--- src/rtl/txw_pkg.sv ---
package txw_pkg;

    typedef enum logic [2:0] {
        ST_IDLE   = 3'd0,
        ST_START  = 3'd1,
        ST_DATA   = 3'd2,
        ST_PARITY = 3'd3,
        ST_STOP   = 3'd4
    } txw_state_e;

    localparam logic START_LVL = 1'b1;
    localparam logic STOP_LVL  = 1'b0;
    localparam logic IDLE_LVL  = STOP_LVL;

endpackage

--- src/rtl/txw_parity.sv ---
module txw_parity #(
    parameter int WORD_W = 16
) (
    input  logic [WORD_W-1:0] word_i,
    output logic              par_o
);

    logic [WORD_W-1:0] chain;

    generate
        for (genvar i = 0; i < WORD_W; i++) begin : g_xor
            if (i == 0) begin : g_first
                assign chain[i] = word_i[i];
            end else begin : g_next
                assign chain[i] = chain[i-1] ^ word_i[i];
            end
        end
    endgenerate

    assign par_o = chain[WORD_W-1];

endmodule

--- src/rtl/txw_manchester.sv ---
module txw_manchester (
    input  logic clk,
    input  logic rst_n,
    input  logic nrz_i,
    output logic tick_o,
    output logic line_o
);

    typedef struct packed {
        logic phase;
        logic line;
    } enc_t;

    enc_t enc_d, enc_q;

    always_comb begin
        enc_d       = enc_q;
        enc_d.phase = ~enc_q.phase;
        enc_d.line  = enc_q.phase ? nrz_i : ~nrz_i;
    end

    always_ff @(posedge clk or negedge rst_n) begin
        if (!rst_n) begin
            enc_q <= '0;
        end else begin
            enc_q <= enc_d;
        end
    end

    assign tick_o = enc_q.phase;
    assign line_o = enc_q.line;

endmodule

--- src/rtl/txw_framer.sv ---
module txw_framer
    import txw_pkg::*;
#(
    parameter int WORD_W = 16
) (
    input  logic              clk,
    input  logic              rst_n,
    input  logic              tick_i,
    input  logic              req_n,
    input  logic              fifo_empty,
    input  logic [WORD_W-1:0] word_i,
    input  logic              par_i,
    output logic              strobe_o,
    output logic              busy_n_o,
    output logic              nrz_o
);

    localparam int CNT_W = (WORD_W > 1) ? $clog2(WORD_W) : 1;
    localparam logic [CNT_W-1:0] LAST_IDX = CNT_W'(WORD_W - 1);

    typedef struct packed {
        txw_state_e        state;
        logic [WORD_W-1:0] shift;
        logic [CNT_W-1:0]  cnt;
        logic              par;
        logic              pend;
    } fr_t;

    fr_t  fr_d, fr_q;
    logic load;

    always_comb begin
        fr_d = fr_q;
        load = 1'b0;
        unique case (fr_q.state)
            ST_IDLE: begin
                if (!req_n && !fifo_empty) fr_d.pend = 1'b1;
                if (tick_i && !fifo_empty && (fr_q.pend || !req_n)) load = 1'b1;
            end
            ST_START: begin
                if (tick_i) begin
                    fr_d.state = ST_DATA;
                    fr_d.cnt   = LAST_IDX;
                end
            end
            ST_DATA: begin
                if (tick_i) begin
                    fr_d.shift = fr_q.shift << 1;
                    if (fr_q.cnt == '0) fr_d.state = ST_PARITY;
                    else                fr_d.cnt   = fr_q.cnt - 1'b1;
                end
            end
            ST_PARITY: begin
                if (tick_i) fr_d.state = ST_STOP;
            end
            ST_STOP: begin
                if (tick_i) begin
                    if (!fifo_empty) load = 1'b1;
                    else             fr_d.state = ST_IDLE;
                end
            end
            default: fr_d.state = ST_IDLE;
        endcase
        if (load) begin
            fr_d.state = ST_START;
            fr_d.shift = word_i;
            fr_d.par   = par_i;
            fr_d.pend  = 1'b0;
        end
    end

    always_ff @(posedge clk or negedge rst_n) begin
        if (!rst_n) begin
            fr_q <= '{state: ST_IDLE, shift: '0, cnt: '0, par: 1'b0, pend: 1'b0};
        end else begin
            fr_q <= fr_d;
        end
    end

    always_comb begin
        unique case (fr_q.state)
            ST_START:  nrz_o = START_LVL;
            ST_DATA:   nrz_o = fr_q.shift[WORD_W-1];
            ST_PARITY: nrz_o = fr_q.par;
            ST_STOP:   nrz_o = STOP_LVL;
            default:   nrz_o = IDLE_LVL;
        endcase
    end

    assign strobe_o = load;
    assign busy_n_o = (fr_q.state == ST_IDLE);

endmodule

--- src/rtl/framed_word_tx.sv ---
module framed_word_tx #(
    parameter int WORD_W = 16
) (
    input  logic              clk,
    input  logic              rst_n,
    input  logic              req_n,
    input  logic              fifo_empty,
    input  logic [WORD_W-1:0] tx_data,
    output logic              tx_strobe,
    output logic              busy_n,
    output logic              line_out
);

    logic par;
    logic tick;
    logic nrz;

    txw_parity #(.WORD_W(WORD_W)) parity_i (
        .word_i (tx_data),
        .par_o  (par)
    );

    txw_framer #(.WORD_W(WORD_W)) framer_i (
        .clk        (clk),
        .rst_n      (rst_n),
        .tick_i     (tick),
        .req_n      (req_n),
        .fifo_empty (fifo_empty),
        .word_i     (tx_data),
        .par_i      (par),
        .strobe_o   (tx_strobe),
        .busy_n_o   (busy_n),
        .nrz_o      (nrz)
    );

    txw_manchester enc_i (
        .clk    (clk),
        .rst_n  (rst_n),
        .nrz_i  (nrz),
        .tick_o (tick),
        .line_o (line_out)
    );

endmodule

--- config.mk ---
export PLATFORM = sky130hd
export DESIGN_NAME = framed_word_tx
export DESIGN_NICKNAME = d
export VERILOG_FILES = /design/src/rtl/txw_pkg.sv /design/src/rtl/txw_parity.sv /design/src/rtl/txw_manchester.sv /design/src/rtl/txw_framer.sv /design/src/rtl/framed_word_tx.sv
export SDC_FILE = /design/constraint.sdc
export NUM_CORES = 1
export LEC_CHECK = 0
export BUFFER_PORTS_ARGS = -buffer_cell sky130_fd_sc_hd__buf_2
export CORE_MARGIN = 1.5
export CORE_UTILIZATION = 28
export DETAILED_ROUTE_END_ITERATION = 12
export PLACE_DENSITY_LB_ADDON = 0.1
export SLEW_MARGIN = 20
export SYNTH_ARGS = -nofsm -noshare
export SYNTH_HDL_FRONTEND = slang
export SYNTH_SLANG_ARGS = --single-unit
--- constraint.sdc ---
create_clock -name clk -period 2.8 [get_ports clk]
set_clock_uncertainty 0.15 [all_clocks]
set_input_delay 0.28 -clock clk [delete_from_list [all_inputs] [get_ports clk]]
set_output_delay 0.28 -clock clk [all_outputs]
set_load 0.005 [all_outputs]
After elaboration in Yosys (flattened, before gate mapping)
Index checks and enable logic that the tools add are counted.
- input port bits: 20
- bits in registers: 27
- bitwise gates (word level): 17
- mux-type cells: 21
- reductions and logical operators: 17
- equal/unequal tests: 14
- $add $sub $neg: 1
- operators by type and width (kind ; count):
    two-way mux 23 bit ; 1
    two-way mux 19 bit ; 1
    two-way mux 16 bit ; 1
    two-way mux 3 bit ; 5
    inequality test 3 x 2 -> 1 bit (second input constant) ; 5
    one-hot mux 3 bit (5 select lines) ; 1
    bitwise XOR 1 bit ; 15
    nonzero test 2 bit ; 5
    two-way mux 4 bit ; 2
    one-hot mux 4 bit (2 select lines) ; 1
    two-way mux 1 bit ; 7
    AND reduction 7 bit ; 1
    equality test 3 x 2 -> 1 bit (second input constant) ; 2
    logical NOT 4 bit ; 1
    inequality test 2 x 1 -> 1 bit (second input constant) ; 2
    inequality test 2 bit (second input constant) ; 2
    AND reduction 2 bit ; 2
    AND reduction 4 bit ; 1
    subtractor 4 x 1 -> 4 bit (second input constant) ; 1
    equality test 3 x 1 -> 1 bit (second input constant) ; 1
    equality test 3 bit (second input constant) ; 1
    logical AND 1 bit ; 3
    logical NOT 3 bit ; 1
    inequality test 3 bit (second input constant) ; 1
    5 further kinds ; 7

Longest topological paths before layout
Gate-level depths: netlist of the first run.
- depth after elaboration: 15
- mapped depth: 7

Hierarchy
From an unflattened synthesis of the first run, not the netlist that was laid out.
- cell total of the unflattened synthesis: 134
- area total of the unflattened synthesis: 1612.8 um2
- modules (own cells, without submodules) (module ; seq. area each (um2) ; cells an instance ; area each (um2) ; times used):
    txw_framer ; 625.6 ; 115 ; 1418.9 ; 1
    txw_parity ; 0.0 ; 15 ; 131.4 ; 1
    txw_manchester ; 50.0 ; 4 ; 62.6 ; 1

Least setup slack after synthesis of the first run
Ideal clock, no wire load.
- path kind: reg-to-reg
- start point: reg framer_i.fr_q[22] (netlist bit)
- end point: reg framer_i.fr_q[22] (netlist bit)
- data required time: 2.525 ns
- data arrival time: 1.556 ns
- slack: 0.969 ns
- setup time: 0.125 ns
- cell stages (with the launch flop): 6
- buffers on the path: 1
- cells stage by stage: dfrtp_1 -> buf_2 -> or3b_4 -> a21oi_4 -> o21a_1 -> mux2_2
- longest elaborated chain between the ends: 4
- elaborated cells on any way between the ends: 16
- those cells by class: eq/ne (11); mux (3); reduce/logical (2)
- RTL lines (item ; RTL line ; RTL):
    from (decl) ; txw_framer.sv:29 ; fr_t fr_d, fr_q;
    from (signal assigned) ; txw_framer.sv:74 ; fr_q <= '{state: ST_IDLE, shift: '0, cnt: '0, par: 1'b0, pend: 1'b0};
    from (signal assigned) ; txw_framer.sv:76 ; fr_q <= fr_d;
    equality test 3 bit or logical NOT 3 bit (tied branches) ; txw_framer.sv:35 ; unique case (fr_q.state)
    one-hot mux 1 bit (2 select lines) ; txw_framer.sv:35 ;
    inequality test 3 x 2 -> 1 bit (no source line) (tied with other cells) ; - ;
    AND reduction 7 bit (no source line) ; - ;
Several ways; a longest one is shown, not always the timed one.
A chain may end at the register's enable or synchronous reset.

Worst setup path after layout of the first run
- start point: reg framer_i.fr_q[23] (netlist bit)
- end point: out tx_strobe
- longest elaborated chain between the ends: 2
- elaborated cells on any way between the ends: 3
- those cells by class: eq/ne (1); mux (1); reduce/logical (1)
- RTL lines (item ; RTL line ; RTL):
    equality test 3 bit or logical NOT 3 bit (tied branches) ; txw_framer.sv:35 ;
    one-hot mux 1 bit (2 select lines) (*) ; txw_framer.sv:35 ;
    to (decl) ; framed_word_tx.sv:9 ; output logic tx_strobe,
Mark *: on every way between the ends. The rest lies on a longest branch, timed or not.

==> impl_metrics.tcl, run 1 <==
set metrics [dict create \
    drive_above_1_share 0.220 \
    hold_violations 0 \
    yosys_warnings 0 \
    worstReg2RegStart "framer_i.fr_q[23]$_DFFE_PN0P_" \
    grt_pass1_vias 1083 \
    initial_core_util 0.294 \
    synthDistinctLibCells 35 \
    min_from "tx_data[0]" \
    grt_pass1_wl_um 5020 \
    cellPowerDensity_nw_per_um2 971 \
    syn_inst 147 \
    die_h_um 76.7 \
    fmax_mhz 393 \
    viasPerCell 4.48 \
    grt_overflow 0 \
    path_class "reg2out" \
    drt_iter0_drc 62 \
    syn_to_final_growth_pct 12.4 \
    clk_path_buf_depth 2 \
    leakagePower_uw 0.000828 \
    min_period_over_period 0.908 \
    syn_area_um2 1520 \
    synthFlopType "dfrtp_1" \
    cts_tree "done" \
    fill_cells 545 \
    antenna_left 0 \
    avgSynthCellArea_um2 10.3 \
    std_cell_rows 26 \
    worst_ir_drop_vdd_mv 0.284 \
    synth_xor_area_frac 0.0923 \
    synth-simple-area-share 0.121 \
    slew_violations 0 \
    synth_edf_count 0 \
    final_common_cell "dfrtp_1" \
    post_cts_resized 0 \
    cts_setup_buffers 0 \
    dpl.hpwl_um 2050 \
    synth_fa_ha_area_frac 0.00824 \
    tns_ns 0 \
    synth_top_family_by_area "compound AO/OA/AOI/OAI gates" \
    syn-num-nets 168 \
    tightest_slew_ns 0.628 \
    finalSetupViolCount 0 \
    cap_violations 0 \
    io_pins 23 \
    worst_ep_arrival_time_ns 2.11 \
    antenna_found_initial 0 \
    post-route-util 0.330 \
    wl_per_cell_um 11.9 \
    cp.required_ns 2.37 \
    drc 0 \
    rsz0062_at_grt "false" \
    instances_no_fill 238 \
    n_antenna_cell 0 \
    start_kind "register" \
    clk_pin_slew_ns 0.09 \
    most-common-layout-cells "27 x dfrtp_1, 22 x buf_2, 19 x nand2_1" \
    finalNetCount 190 \
    cts_hold_buf 1 \
    cp_max_fo 15 \
    hold_class "in2reg" \
    root_buffer "clkbuf_8" \
    track_usage 0.106 \
    dp.cells 233 \
    core_area_um2 5170 \
    synth_compound_area_frac 0.153 \
    gp_congestion 0.735 \
    cts_buffers 3 \
    async_flop_share 1.00 \
    htree_num_levels 1 \
    ys_ff_latch 27 \
    yosysSeqAreaShare 0.445 \
    worstSetupEndpointType "primary output" \
    slew_headroom 0.581 \
    dr.pass1.iters 4 \
    startpoint "framer_i.fr_q[23]$_DFFE_PN0P_" \
    insertion_delay_ns 0.27 \
    synth.area.mux_share 0.116 \
    outcome "complete, no violations" \
    grt_max_degree 32 \
    die_x_um 76.7 \
    min_period_ns 2.54 \
    wl_um 2830 \
    dieArea_um2 5880 \
    vias 1066 \
    port_buffers 22 \
    clock-sinks 27 \
]
-- kinds of logic (layout without fill, tap and decap cells) --
| family | count (synthesis) | in the layout |
|---|---|---|
| simple gates | 38 | 38 |
| mux | 17 | 17 |
| flops | 27 | 27 |
| fa+ha+maj | 1 | 1 |
| xor+xnor | 16 | 16 |
| buf+inv | 13 | 34 |
| compound gates | 35 | 35 |
-- stage by stage --
step | area (um2) | power [uW] | hold slack (ns) | worst slack (ns)
after floorplan | 1520 | 1340 | -0.166 | 0.969
after global placement | 1650 | 1450 | 0.193 | 0.586
after detailed placement | 1650 | 1460 | 0.191 | 0.550
after CTS | 1710 | 1690 | 0.128 | 0.238
after global routing | 1710 | 1820 | 0.121 | 0.0661
final | 1710 | 1660 | 0.134 | 0.259
-- cells in the mapped netlist (all sizes together), types with 2 or more instances --
cell type | n | area, um2
inv | 5 | 18.8
mux2i | 15 | 150
o21a | 4 | 37.5
or3b | 2 | 22.5
mux2 | 2 | 26.3
a21oi | 4 | 31.3
xnor2 | 14 | 123
o22a | 3 | 26.3
a31oi | 2 | 12.5
nand2 | 20 | 77.6
o21ai | 19 | 98.8
xor2 | 2 | 17.5
dfrtp | 27 | 676
buf | 8 | 78.8
nor2 | 8 | 30.0
nor3 | 3 | 15.0
-- final cells by class --
cell class                 instances  area (um2)  share of cell area
sequential                        27         676               0.396
clock buffer                       4        45.0              0.0264
multi-input combinational        107         746               0.437
inverter                           5        18.8              0.0110
tap                               70        87.6              0.0513
timing repair buffer              25         135              0.0791
-- worst paths after layout --
path,endpoint,slack (ns),cells past startpoint
worst min register to register,framer_i.fr_q[18]$_DFFE_PN0P_,0.34,2
worst max register to register,framer_i.fr_q[10]$_DFFE_PN0P_,0.61,5
worst min-delay path,framer_i.fr_q[6]$_DFFE_PN0P_,0.13,2
max in group asynchronous,framer_i.fr_q[8]$_DFFE_PN0P_,1.69,2
worst max-delay path,tx_strobe,0.26,5
min in group asynchronous,framer_i.fr_q[2]$_DFFE_PN0P_,0.40,2
-- worst max-delay path, cell delays in order, from the launching register on --
cell     delay [ns]
dfrtp_1        0.50
nor2_1         0.27
nand4_2        0.53
buf_4          0.38
inv_2          0.06
buf_2          0.10
-- power breakdown --
group | internal (uW) | leakage, uW | switching [uW]
Combinational | 378 | 0.000471 | 409
Sequential | 535 | 0.000334 | 114
Clock | 102 | 0.0000228 | 120
-- sequential cells by signal, summed over array words and instances (netlist names) --
| register | cells |
|---|---|
| framer_i.fr_q | 25 |
| enc_i.tick_o | 1 |
| enc_i.line_o | 1 |
-- per-layer routing --
layer  part of all wire  global-route usage  vias up
met1               0.48               0.133      507
li1                   -                   -      543
met4             0.0053              0.0333        0
met5                  0                   0        -
met2               0.49               0.179       14
met3              0.024              0.0226        2
Power figures use the tool's default switching activity.
==> run 2: changes to the inputs <==
--- a/config.mk
+++ b/config.mk
@@ -6,6 +6,7 @@
 export NUM_CORES = 1
 export LEC_CHECK = 0
 export BUFFER_PORTS_ARGS = -buffer_cell sky130_fd_sc_hd__buf_2
+export CORE_ASPECT_RATIO = 0.7
 export CORE_MARGIN = 1.5
 export CORE_UTILIZATION = 28
 export DETAILED_ROUTE_END_ITERATION = 12
==> impl_metrics.tcl, run 2 (synthesis gave the netlist of run 1 again) <==
set metrics [dict create \
    tightest_slew_ns 0.648 \
    dieArea_um2 5880 \
    grt.met2_usage 0.159 \
    final_area_um2 1710 \
    n_antenna_cell 0 \
    hold_class "in2reg" \
    top_register "framer_i.fr_q" \
    start_kind "register" \
    drive_above_1_share 0.226 \
    leakagePower_uw 0.000830 \
    vias 1074 \
    use_met1 0.155 \
    hold_violations 0 \
    insertion_delay_ns 0.27 \
    cp_max_fo 14 \
    track_usage 0.108 \
    outcome "complete, no violations" \
    drc 0 \
    dpl.hpwl_um 2120 \
    fin_ws_ns 0.331 \
    wl_um 2880 \
    clk_pin_slew_ns 0.09 \
    grt_overflow 0 \
    min_period_over_period 0.882 \
    initial_core_util 0.290 \
    largest_register_ff_count 25 \
    dr.pass1.iters 4 \
    worstReg2RegStart "framer_i.fr_q[22]$_DFFE_PN0P_" \
    antenna_found_initial 0 \
    finalNetCount 190 \
    die_x_um 91.0 \
    grt.busiest_layer "met2" \
    min_period_ns 2.47 \
    worst_ep_arrival_time_ns 2.04 \
    post_cts_resized 0 \
    root_buffer "clkbuf_8" \
    wl_per_cell_um 12.0 \
    antenna_left 0 \
    worstSetupEndpointType "primary output" \
    io_pins 23 \
    die_h_um 64.6 \
    pwr-share-seq 0.391 \
    grt_max_degree 32 \
    core_area_um2 5230 \
    htree_num_levels 1 \
    tns_ns 0 \
    fmax_mhz 405 \
    final_common_cell "dfrtp_1" \
    port_buffers 22 \
    finalSetupViolCount 0 \
    min_from "tx_data[0]" \
    cellPowerDensity_nw_per_um2 974 \
    gp_congestion 0.759 \
    std_cell_rows 22 \
    internal-power_uw 1010 \
    syn_to_final_growth_pct 12.7 \
    rsz0062_at_grt "false" \
    viasPerCell 4.48 \
    cap_violations 0 \
    worst_ir_drop_vdd_mv 0.229 \
    pwr-share-comb 0.473 \
    slew_violations 0 \
    startpoint "framer_i.fr_q[22]$_DFFE_PN0P_" \
    clk_path_buf_depth 2 \
    cts_buffers 3 \
    grtUsageMet3 0.0317 \
    dp_slack_ns 0.588 \
    cts_tree "done" \
    fill_cells 551 \
    netSwitchingFraction 0.393 \
    p_sw_uw 655 \
    slew_headroom 0.568 \
    grt_pass1_wl_um 4990 \
    placed_area_um2 1660 \
    grt_pass1_vias 1030 \
    drt_iter0_drc 48 \
    cp.required_ns 2.37 \
    path_class "reg2out" \
    p_clk_frac 0.136 \
    clock-sinks 27 \
    most-common-layout-cells "27 x dfrtp_1, 22 x buf_2, 19 x nand2_1" \
]
-- run 2: layer usage --
layer	vias to the layer above	wire length (um)
met5	-	0
met3	2	140
met1	505	1530
met4	0	22
met2	18	1180
li1	549	-
-- run 2: path summary, 6_finish.rpt --
check,end,slack [ns],cells past startpoint
worst max-delay path,tx_strobe,0.33,5
worst min-delay path,framer_i.fr_q[6]$_DFFE_PN0P_,0.12,2
worst max register to register,framer_i.fr_q[9]$_DFFE_PN0P_,0.68,5
worst min register to register,framer_i.fr_q[10]$_DFFE_PN0P_,0.35,2
max in group asynchronous,framer_i.fr_q[10]$_DFFE_PN0P_,1.67,2
min in group asynchronous,framer_i.fr_q[2]$_DFFE_PN0P_,0.41,2
-- run 2: critical path: stages, from the launching register on --
cell and delay [ns]:
dfrtp_1 0.49, nor2_1 0.28, nand4_2 0.47, buf_4 0.36, inv_2 0.06, buf_2 0.10
-- run 2: power groups by stage --
stage                     sequential (uW)  combinational (uW)  clock, uW
after floorplan                       605                 740          0
after global placement                654                 788          0
after detailed placement              658                 805          0
after CTS                             651                 806        238
after global routing                  674                 901        257
final                                 652                 789        227
-- run 2: timing repair --
action	in CTS	in global routing
endpoints found under the hold margin	27	0
setup buffers	0	0
hold buffers	1	0
-- run 2: per-stage QoR --
stage / util / total power, uW / cells / hold WS [ns]
after floorplan: - / 1340 / 147 / -0.166
after global placement: 0.317 / 1440 / 235 / 0.193
after detailed placement: 0.317 / 1460 / 235 / 0.200
after CTS: 0.327 / 1690 / 240 / 0.109
after global routing: 0.327 / 1830 / 240 / 0.103
final: 0.327 / 1670 / 240 / 0.119
-- run 2: area by class of cell --
type                       count  area [um2]  share of cell area
clock inverter                 1        5.00             0.00292
sequential                    27         676               0.395
inverter                       5        18.8              0.0110
multi-input combinational    107         746               0.436
tap                           72        90.1              0.0526
clock buffer                   3        41.3              0.0241
timing repair buffer          25         135              0.0789
